### src/rtl/ptimer_pkg.sv
package ptimer_pkg;

  typedef enum logic [1:0] {
    SHP_PULSE   = 2'd0,
    SHP_ONESHOT = 2'd1,
    SHP_SQUARE  = 2'd2,
    SHP_RSVD    = 2'd3
  } shape_e;

  // bit order is the register layout software relies on
  typedef struct packed {
    logic   continuous;
    logic   out_en;
    logic   cnt_en;
    logic   trg_en;
    logic   gate_en;
    logic   retrig;
    shape_e shape;
  } mode_t;

  localparam int REG_MODE  = 0;
  localparam int REG_CMD   = 1;
  localparam int REG_CNTHI = 2;
  localparam int REG_CNTLO = 3;
  localparam int REG_TCHI  = 4;
  localparam int REG_TCLO  = 5;

  localparam int CMD_RCC  = 3;
  localparam int CMD_GATE = 2;
  localparam int CMD_TRIG = 1;

endpackage

### src/rtl/ptimer_edge.sv
module ptimer_edge #(
  parameter int W = 2
) (
  input  logic         clk,
  input  logic         rst_n,
  input  logic [W-1:0] sig,
  output logic [W-1:0] rise
);
  logic [W-1:0] prev_q;

  always_ff @(posedge clk or negedge rst_n) begin
    if (!rst_n) prev_q <= '0;
    else        prev_q <= sig;
  end

  for (genvar i = 0; i < W; i++) begin : g_rise
    assign rise[i] = sig[i] & ~prev_q[i];
  end
endmodule

### src/rtl/ptimer_core.sv
module ptimer_core #(
  parameter int CNT_W = 16
) (
  input  logic             clk,
  input  logic             rst_n,
  input  logic             tick,
  input  logic             gate_ok,
  input  logic             trig,
  input  logic             retrig,
  input  logic             continuous,
  input  logic [CNT_W-1:0] load_val,
  output logic [CNT_W-1:0] count_q,
  output logic             cip_q,
  output logic             tc_evt,
  output logic             ld
);
  logic [CNT_W-1:0] count_d;
  logic             cip_d;
  logic             step;

  always_comb begin
    step    = cip_q & gate_ok & tick;
    tc_evt  = step & (count_q == CNT_W'(1));
    ld      = trig & (~cip_q | retrig);
    count_d = count_q;
    cip_d   = cip_q;
    if (ld) begin
      count_d = load_val;
      cip_d   = 1'b1;
    end else if (tc_evt) begin
      if (continuous) begin
        count_d = load_val;
      end else begin
        count_d = '0;
        cip_d   = 1'b0;
      end
    end else if (step) begin
      count_d = count_q - CNT_W'(1);
    end
  end

  always_ff @(posedge clk or negedge rst_n) begin
    if (!rst_n) begin
      count_q <= '0;
      cip_q   <= 1'b0;
    end else begin
      count_q <= count_d;
      cip_q   <= cip_d;
    end
  end
endmodule

### src/rtl/ptimer_wave.sv
module ptimer_wave
  import ptimer_pkg::*;
(
  input  logic   clk,
  input  logic   rst_n,
  input  shape_e shape,
  input  logic   ld,
  input  logic   tc_evt,
  output logic   wave_q,
  output logic   tc_pulse_q
);
  logic wave_d;

  always_comb begin
    wave_d = wave_q;
    unique case (shape)
      SHP_ONESHOT: begin
        if (ld)          wave_d = 1'b1;
        else if (tc_evt) wave_d = 1'b0;
      end
      SHP_SQUARE: begin
        if (tc_evt) wave_d = ~wave_q;
      end
      default: wave_d = tc_evt;
    endcase
  end

  always_ff @(posedge clk or negedge rst_n) begin
    if (!rst_n) begin
      wave_q     <= 1'b0;
      tc_pulse_q <= 1'b0;
    end else begin
      wave_q     <= wave_d;
      tc_pulse_q <= tc_evt;
    end
  end
endmodule

### src/rtl/ptimer16.sv
module ptimer16
  import ptimer_pkg::*;
#(
  parameter int DATA_W = 8,
  parameter int ADDR_W = 3
) (
  input  logic              clk,
  input  logic              rst_n,
  input  logic              wr_en,
  input  logic              rd_en,
  input  logic [ADDR_W-1:0] addr,
  input  logic [DATA_W-1:0] wdata,
  output logic [DATA_W-1:0] rdata,
  input  logic              ext_cnt_in,
  input  logic              ext_gate_in,
  input  logic              ext_trig_in,
  output logic              ext_out,
  output logic              tc_pulse
);
  localparam int CNT_W = 2 * DATA_W;

  mode_t             mode_q, mode_d;
  logic [CNT_W-1:0]  tc_q, tc_d;
  logic [CNT_W-1:0]  snap_q, snap_d;
  logic              gate_q, gate_d;
  logic              frozen_q, frozen_d;

  logic [CNT_W-1:0]  count_q, load_val, cnt_view;
  logic              cip_q, tc_evt, ld, wave_q;
  logic [1:0]        rise;
  logic              wr_cmd, rd_lo, tick, trig, gate_ok;

  ptimer_edge #(.W(2)) u_edge (
    .clk  (clk),
    .rst_n(rst_n),
    .sig  ({ext_trig_in, ext_cnt_in}),
    .rise (rise)
  );

  assign wr_cmd   = wr_en & (addr == ADDR_W'(REG_CMD));
  assign rd_lo    = rd_en & (addr == ADDR_W'(REG_CNTLO));
  assign tick     = mode_q.cnt_en ? rise[0] : 1'b1;
  assign trig     = (wr_cmd & wdata[CMD_TRIG]) | (mode_q.trg_en & rise[1]);
  assign gate_ok  = gate_q & (~mode_q.gate_en | ext_gate_in);
  assign load_val = (mode_q.shape == SHP_SQUARE) ? (tc_q >> 1) : tc_q;

  ptimer_core #(.CNT_W(CNT_W)) u_core (
    .clk       (clk),
    .rst_n     (rst_n),
    .tick      (tick),
    .gate_ok   (gate_ok),
    .trig      (trig),
    .retrig    (mode_q.retrig),
    .continuous(mode_q.continuous),
    .load_val  (load_val),
    .count_q   (count_q),
    .cip_q     (cip_q),
    .tc_evt    (tc_evt),
    .ld        (ld)
  );

  ptimer_wave u_wave (
    .clk       (clk),
    .rst_n     (rst_n),
    .shape     (mode_q.shape),
    .ld        (ld),
    .tc_evt    (tc_evt),
    .wave_q    (wave_q),
    .tc_pulse_q(tc_pulse)
  );

  // register next state
  always_comb begin
    mode_d   = mode_q;
    tc_d     = tc_q;
    gate_d   = gate_q;
    frozen_d = frozen_q;
    snap_d   = snap_q;
    if (wr_en) begin
      case (addr)
        ADDR_W'(REG_MODE): mode_d = mode_t'(wdata);
        ADDR_W'(REG_CMD):  gate_d = wdata[CMD_GATE];
        ADDR_W'(REG_TCHI): tc_d[CNT_W-1:DATA_W] = wdata;
        ADDR_W'(REG_TCLO): tc_d[DATA_W-1:0] = wdata;
        default: ;
      endcase
    end
    if (wr_cmd & wdata[CMD_RCC]) begin
      frozen_d = 1'b1;
      snap_d   = count_q;
    end else if (rd_lo & frozen_q) begin
      frozen_d = 1'b0;
    end
  end

  always_ff @(posedge clk or negedge rst_n) begin
    if (!rst_n) begin
      mode_q   <= '0;
      tc_q     <= '0;
      gate_q   <= 1'b0;
      frozen_q <= 1'b0;
      snap_q   <= '0;
    end else begin
      mode_q   <= mode_d;
      tc_q     <= tc_d;
      gate_q   <= gate_d;
      frozen_q <= frozen_d;
      snap_q   <= snap_d;
    end
  end

  assign cnt_view = frozen_q ? snap_q : count_q;
  assign ext_out  = mode_q.out_en & wave_q;

  always_comb begin
    rdata = '0;
    case (addr)
      ADDR_W'(REG_MODE):  rdata = mode_q;
      ADDR_W'(REG_CMD): begin
        rdata[CMD_RCC]  = frozen_q;
        rdata[CMD_GATE] = gate_q;
        rdata[0]        = cip_q;
      end
      ADDR_W'(REG_CNTHI): rdata = cnt_view[CNT_W-1:DATA_W];
      ADDR_W'(REG_CNTLO): rdata = cnt_view[DATA_W-1:0];
      ADDR_W'(REG_TCHI):  rdata = tc_q[CNT_W-1:DATA_W];
      ADDR_W'(REG_TCLO):  rdata = tc_q[DATA_W-1:0];
      default: ;
    endcase
  end
endmodule

### config.mk
export PLATFORM = sky130hd
export DESIGN_NAME = ptimer16
export DESIGN_NICKNAME = d
export VERILOG_FILES = /design/src/rtl/ptimer_pkg.sv /design/src/rtl/ptimer_edge.sv /design/src/rtl/ptimer_core.sv /design/src/rtl/ptimer_wave.sv /design/src/rtl/ptimer16.sv
export SDC_FILE = /design/constraint.sdc
export NUM_CORES = 1
export LEC_CHECK = 0
export ABC_AREA = 1
export CORE_AREA = 2 2 89 91
export CTS_BUF_LIST = sky130_fd_sc_hd__clkbuf_16
export DETAILED_ROUTE_END_ITERATION = 10
export DIE_AREA = 0 0 91 93
export GPL_ROUTABILITY_DRIVEN = 0
export PLACE_DENSITY = 0.75
export SLEW_MARGIN = 10
export SYNTH_ARGS = -nofsm -noshare
export SYNTH_HDL_FRONTEND = slang
export SYNTH_SLANG_ARGS = --single-unit
### constraint.sdc
create_clock -name clk -period 1.5 [get_ports clk]
set_input_delay 0.3 -clock clk [delete_from_list [all_inputs] [get_ports clk]]
set_output_delay 0.3 -clock clk [all_outputs]
set_load 0.02 [all_outputs]
Yosys cells after proc, flatten, opt, wreduce, memory -nomap -nowiden
Index checks and enable logic that the tools add are counted. Widths: inputs -> output; s select.

Bitwise operators: 22. Reductions and logical operators: 10. Add/sub/neg operators: 1. Equality and inequality tests: 11. Mux-type cells: 20.

Operators with widths (number): $mux 16 (6); $pmux 4 s5 (1); $eq 16x1->1 const B (1); $sub 16x1->16 const B (1); $and 1x1->1 (14); $pmux 2 s6 (1); $reduce_and 2->1 (6); $mux 1 (9); $eq 3x2->1 const B (2); $eq 3x3->1 const B (2); $pmux 1 s6 (1); $not 1->1 (5); $pmux 1 s5 (1); $ne 2x1->1 const B (2); $reduce_bool 2->1 (2); $eq 3x1->1 const B (1); $logic_not 3->1 (1); $ne 3x2->1 const B (1); $or 1x1->1 (3); $reduce_bool 3->1 (1); $eq 2x1->1 const B (1); $eq 2x2->1 const B (1); $pmux 1 s2 (1).

Bits of input ports: 18. Bits in registers: 63. Output and inout port bits: 10.

Longest topological paths before layout
Gate-level depths: netlist of run 1.

Depth after elaboration: 9. Depth in mapped cells: 11. Depth with buffers taken out: 11.

Cells and area by module
Synthesis of run 1 repeated with hierarchy kept, for this count alone.

Cell total of the unflattened synthesis: 598. Area total of the unflattened synthesis: 3982.6 sq um.

By module, submodules not included: ptimer16 (cells an instance 369, instances 1, area an instance 2448.6 sq um); ptimer_core (cells an instance 202, instances 1, area an instance 1313.8 sq um); ptimer_wave (cells an instance 21, instances 1, area an instance 150.1 sq um); ptimer_edge (cells an instance 6, instances 1, area an instance 70.1 sq um).

Least setup slack after synthesis of run 1
No wires, ideal clock.

Path type: register to register. Start point: register u_core.count_q[1]. End point: register u_core.count_q[9]. Required time: 1.383 ns. Cell stages (with the launch flop): 11. Period minus slack after synthesis: 1.497 ns. Setup slack: 0.003 ns. Arrival: 1.380 ns. Path through: dfrtp_1 inv_1 ha_1 nand2_1 nor2_2 nand3_4 buf_2 nand3_1 nand3_1 nand2_1 nand2_1.

Longest elaborated chain between the ends: 4.

RTL lines: start: declaration (line ptimer_core.sv:12) `output logic [CNT_W-1:0] count_q,`; start signal: assignment (line ptimer_core.sv:47) `count_q <= count_d;`; $sub 16x1->16 / $eq 16x1->1 (equally long branches) (line ptimer_core.sv:38, ptimer_core.sv:23); $mux 16 / $and 1x1->1 (equally long branches) (line ptimer_core.sv:37, ptimer_core.sv:23); $mux 16 (line ptimer_core.sv:30) `end else if (tc_evt) begin`; $mux 16 (line ptimer_core.sv:27) `if (ld) begin`.

Parallel ways exist; a longest one is shown, timed or not. The select of a mux whose other input is x is not followed. A chain may end at the register's enable or synchronous reset.

Final worst setup path of run 1
Start point: register frozen_q. End point: output rdata[6].

Longest elaborated chain between the ends: 2.

RTL lines: start: declaration (line ptimer16.sv:26) `logic frozen_q, frozen_d;`; start signal: assignment (line ptimer16.sv:107) `frozen_q <= frozen_d;`; $mux 16 (line ptimer16.sv:112) `assign cnt_view = frozen_q ? snap_q : count_q;`; $pmux 4 s5 (line ptimer16.sv:117) `case (addr)`; end: declaration (line ptimer16.sv:13) `output logic [DATA_W-1:0] rdata,`.

Every way passes these cells.

==> results.py, run 1 <==
metrics = {
    "run_status": {
        "status": "finished with violations",
        "violations": "negative hold slack, negative setup slack",
    },
    "floorplanning": {
        "start_util": 0.5203,
        "std_cell_rows": 32,
        "die_y_um": 93,
        "coreArea_um2": 7527,
        "top_level_ports": 28,
        "dieArea_um2": 8463,
        "die_w_um": 91,
    },
    "sta": {
        "setup_viol": 27,
        "max_freq_ghz": 0.4912,
        "whs_ps": -36.97,
        "hold_viol_final": 25,
        "finClkSkew_ps": 7.284,
        "postLayoutSetupSlackWorst_ps": -535.9,
        "period_needed_ps": 2036,
        "report.final.slew_viol_count": 0,
        "slew_headroom": 0.7376,
        "rsz0062_at_grt": "yes",
        "worst_pin_slew_ps": 389.5,
        "min_period_over_period": 1.357,
    },
    "clock_tree": {
        "cts.htree.levels": 3,
        "cts.clk_slew.worst_paths_ps": 60,
        "cts_tree": "yes",
        "root_buffer": "clkbuf_16",
        "cts_buffer_depth": 2,
        "cts.sinks": 63,
        "cts-hold-fix-buffers": 0,
        "cts_buffers": 9,
        "clk_latency_ps": 330,
    },
    "synth": {
        "synthArstFlopShare": 1.000,
        "synth-main-ff-cell": "dfrtp_1",
        "syn_area_um2": 3916,
        "synth_edf_count": 0,
        "synthCells": 556,
        "ys_types": 35,
        "seq_area_frac_synth": 0.4026,
        "postSynthAreaPerCell_um2": 7.044,
        "syn_nets": 578,
        "yosysWarnings": 0,
        "ys_ff_latch": 63,
    },
    "routing": {
        "drt_iter0_drc": 469,
        "vias": 4786,
        "dr.pass1.iters": 6,
        "wl_per_cell_um": 19.74,
        "drcViolationCount": 0,
        "drt_wl_total_um": 15990,
        "routed_via_density": 5.909,
        "ant_nets": 0,
    },
    "worst_setup_path": {
        "worstPathMaxFanout": 7,
        "startpoint": "frozen_q",
        "r2r_slack_ps": -330,
        "ff2ff_path_depth": 11,
        "cp_common_cell": "buf_6",
        "crit_slowest_cell": "dfrtp_2",
        "startpoint_type": "flop",
        "reg2reg_from": "u_core.count_q[3]",
        "cp_top_family": "flip-flops",
        "end_kind": "output port",
        "cp_num_cells": 6,
        "arrival_ps": 1740,
        "path_class": "flop to output port",
        "required_ps": 1200,
        "max_stage_delay_ps": 460,
        "timing.critical_path.buf_inv": 2,
        "reg2reg_to": "u_core.count_q[9]",
        "crit_end": "rdata[6]",
        "path_cells": "buf_6, nand2_2, o21ai_2, a221oi_2, nand2_1, buf_6",
    },
    "global_route": {
        "grt_pass1_vias": 4623,
        "grt_use_total": 0.3562,
        "grt.overflow.total": 0,
        "grt_pass1_wl_um": 23090,
        "grt_antenna_before_repair": 0,
        "grt_max_degree": 64,
    },
    "power_and_ir_drop": {
        "p_per_area_nw_per_um2": 1544,
        "vdd_drop_max_mv": 0.8966,
        "p_leak_nw": 3.055,
    },
    "finish": {
        "insertedDiodeCount": 0,
        "final_layout_size_suffix_gt1_frac": 0.3941,
        "fin_cells": 810,
        "areaGrowthSynthToFinish_pct": 57.19,
        "final_nets": 725,
    },
    "job": {
        "drv_cap": 0,
    },
    "placed_design": {
        "io_buffers": 27,
        "dp_hpwl_um": 9304,
        "dp_slack_ps": -982.2,
        "dp.cells": 776,
    },
    "min_path": {
        "hold_class": "input pin to async pin",
    },
}
through the flow:
step	utilization	total power, mW	cell area [µm²]	setup TNS (ps)
after floorplan	-	4.293	3916	0
after global placement	0.6767	5.884	5094	-31790
after detailed placement	0.6767	6.006	5094	-34700
after CTS	0.7827	8.633	5892	-4755
after global routing	0.8178	9.870	6156	-9217
final	0.8178	9.502	6156	-8148
layer usage:
metal | global-route usage | up-vias | routed length (µm)
met2 | 0.6049 | 323 | 7685
met4 | 0.2538 | 0 | 1402
li1 | - | 2096 | -
met3 | 0.06044 | 136 | 1213
met5 | 0 | - | 0
met1 | 0.4089 | 2231 | 5688
report_power, final:
| group | leakage (nW) | switching, mW | internal [mW] |
|---|---|---|---|
| Clock | 0.146 | 0.803 | 1.27 |
| Sequential | 0.783 | 0.338 | 2.15 |
| Combinational | 2.13 | 2.89 | 2.04 |
| Total | 3.06 | 4.04 | 5.47 |
what timing repair did:
action,4_1_cts,5_1_grt
gates resized for setup,160,69
pin swaps,41,38
gates cloned,4,0
setup buffers,11,8
setup endpoints to repair,65,33
cell usage in the layout (no fill, tap or decap), drive strengths merged, types with 2 or more instances in the layout:
cell type,instances
nand2,193
nand3,40
o2111ai,2
clkdlybuf4s15,2
o21ai,75
dlygate4sd2,2
dfrtp,63
o211ai,3
nor3,3
xor2,3
nand4,8
ha,4
inv,77
a221oi,2
clkdlybuf4s50,13
clkinv,3
o22ai,5
nor2,39
a21oi,18
clkbuf,9
buf,136
Yosys cell counts (all sizes together), types with 2 or more instances:
cell,count,area [µm²]
o22ai,5,31.28
dfrtp,63,1577
inv,75,281.5
o211ai,3,22.52
nand2,192,755.7
nor2,39,166.4
o21ai,75,375.4
a21oi,18,123.9
a221oi,2,17.52
clkbuf,10,37.54
xor2,3,26.28
nor3,3,25.02
ha,4,50.05
buf,8,58.80
nand4,8,50.05
o2111ai,2,17.52
nand3,40,257.8
layout make-up:
| class | count | area [µm²] |
|---|---|---|
| multi-input cells | 401 | 2509 |
| flip-flops and latches | 63 | 1578 |
| fillers | 433 | 1371 |
| repair buffers | 153 | 1359 |
| inverters | 75 | 291.5 |
| clock buffers | 9 | 225.2 |
| well taps | 102 | 127.6 |
| clock inverters | 7 | 66.31 |
state kept, by name, summed over array words and instances (netlist names):
signal	count
frozen_q	1
gate_q	1
mode_q	8
snap_q	16
tc_q	16
u_core.cip_q	1
u_core.count_q	16
u_edge.prev_q	2
u_wave.tc_pulse_q	1
u_wave.wave_q	1
worst min-delay path by stage:
stage | start | end | slack (ps) | cells after the start
floorplan | rst_n | frozen_q | 4 | 0
finish | rst_n | snap_q[13] | -40 | 2
global route | rst_n | snap_q[11] | 2 | 2
CTS | rst_n | snap_q[12] | 4 | 2
detailed placement | rst_n | snap_q[11] | 350 | 2
global placement | rst_n | frozen_q | 340 | 2
worst reg2reg max path: stages (launching register included):
cell,delay (ps)
dfrtp_1,400
buf_4,180
nor2_4,170
nand2_4,80
nor2_4,120
nand3_4,150
buf_6,180
nand2_8,100
nand3_4,80
nand2_1,80
nand2_1,90
nand2_1,130
cells by family (layout without fill, tap and decap cells):
group,after synthesis,in the layout,share of synthesized area
buffers and inverters,93,244,0.09649
adder cells (fa/ha/maj),4,4,0.01278
AND/OR/NAND/NOR,285,286,0.3256
XOR/XNOR,3,3,0.006710
AO/OA/AOI/OAI,108,108,0.1559
flip-flops,63,63,0.4026
Note: power is estimated with default switching activity, not from simulation.
==> run 2, diff against run 1 <==
--- a/config.mk
+++ b/config.mk
@@ -8,6 +8,7 @@
 export ABC_AREA = 1
 export CORE_AREA = 2 2 89 91
 export CTS_BUF_LIST = sky130_fd_sc_hd__clkbuf_16
+export CTS_CLUSTER_SIZE = 24
 export DETAILED_ROUTE_END_ITERATION = 10
 export DIE_AREA = 0 0 91 93
 export GPL_ROUTABILITY_DRIVEN = 0
==> results of run 2 <==
No change in the layout: final DEF, timing and power equal those of run 1.
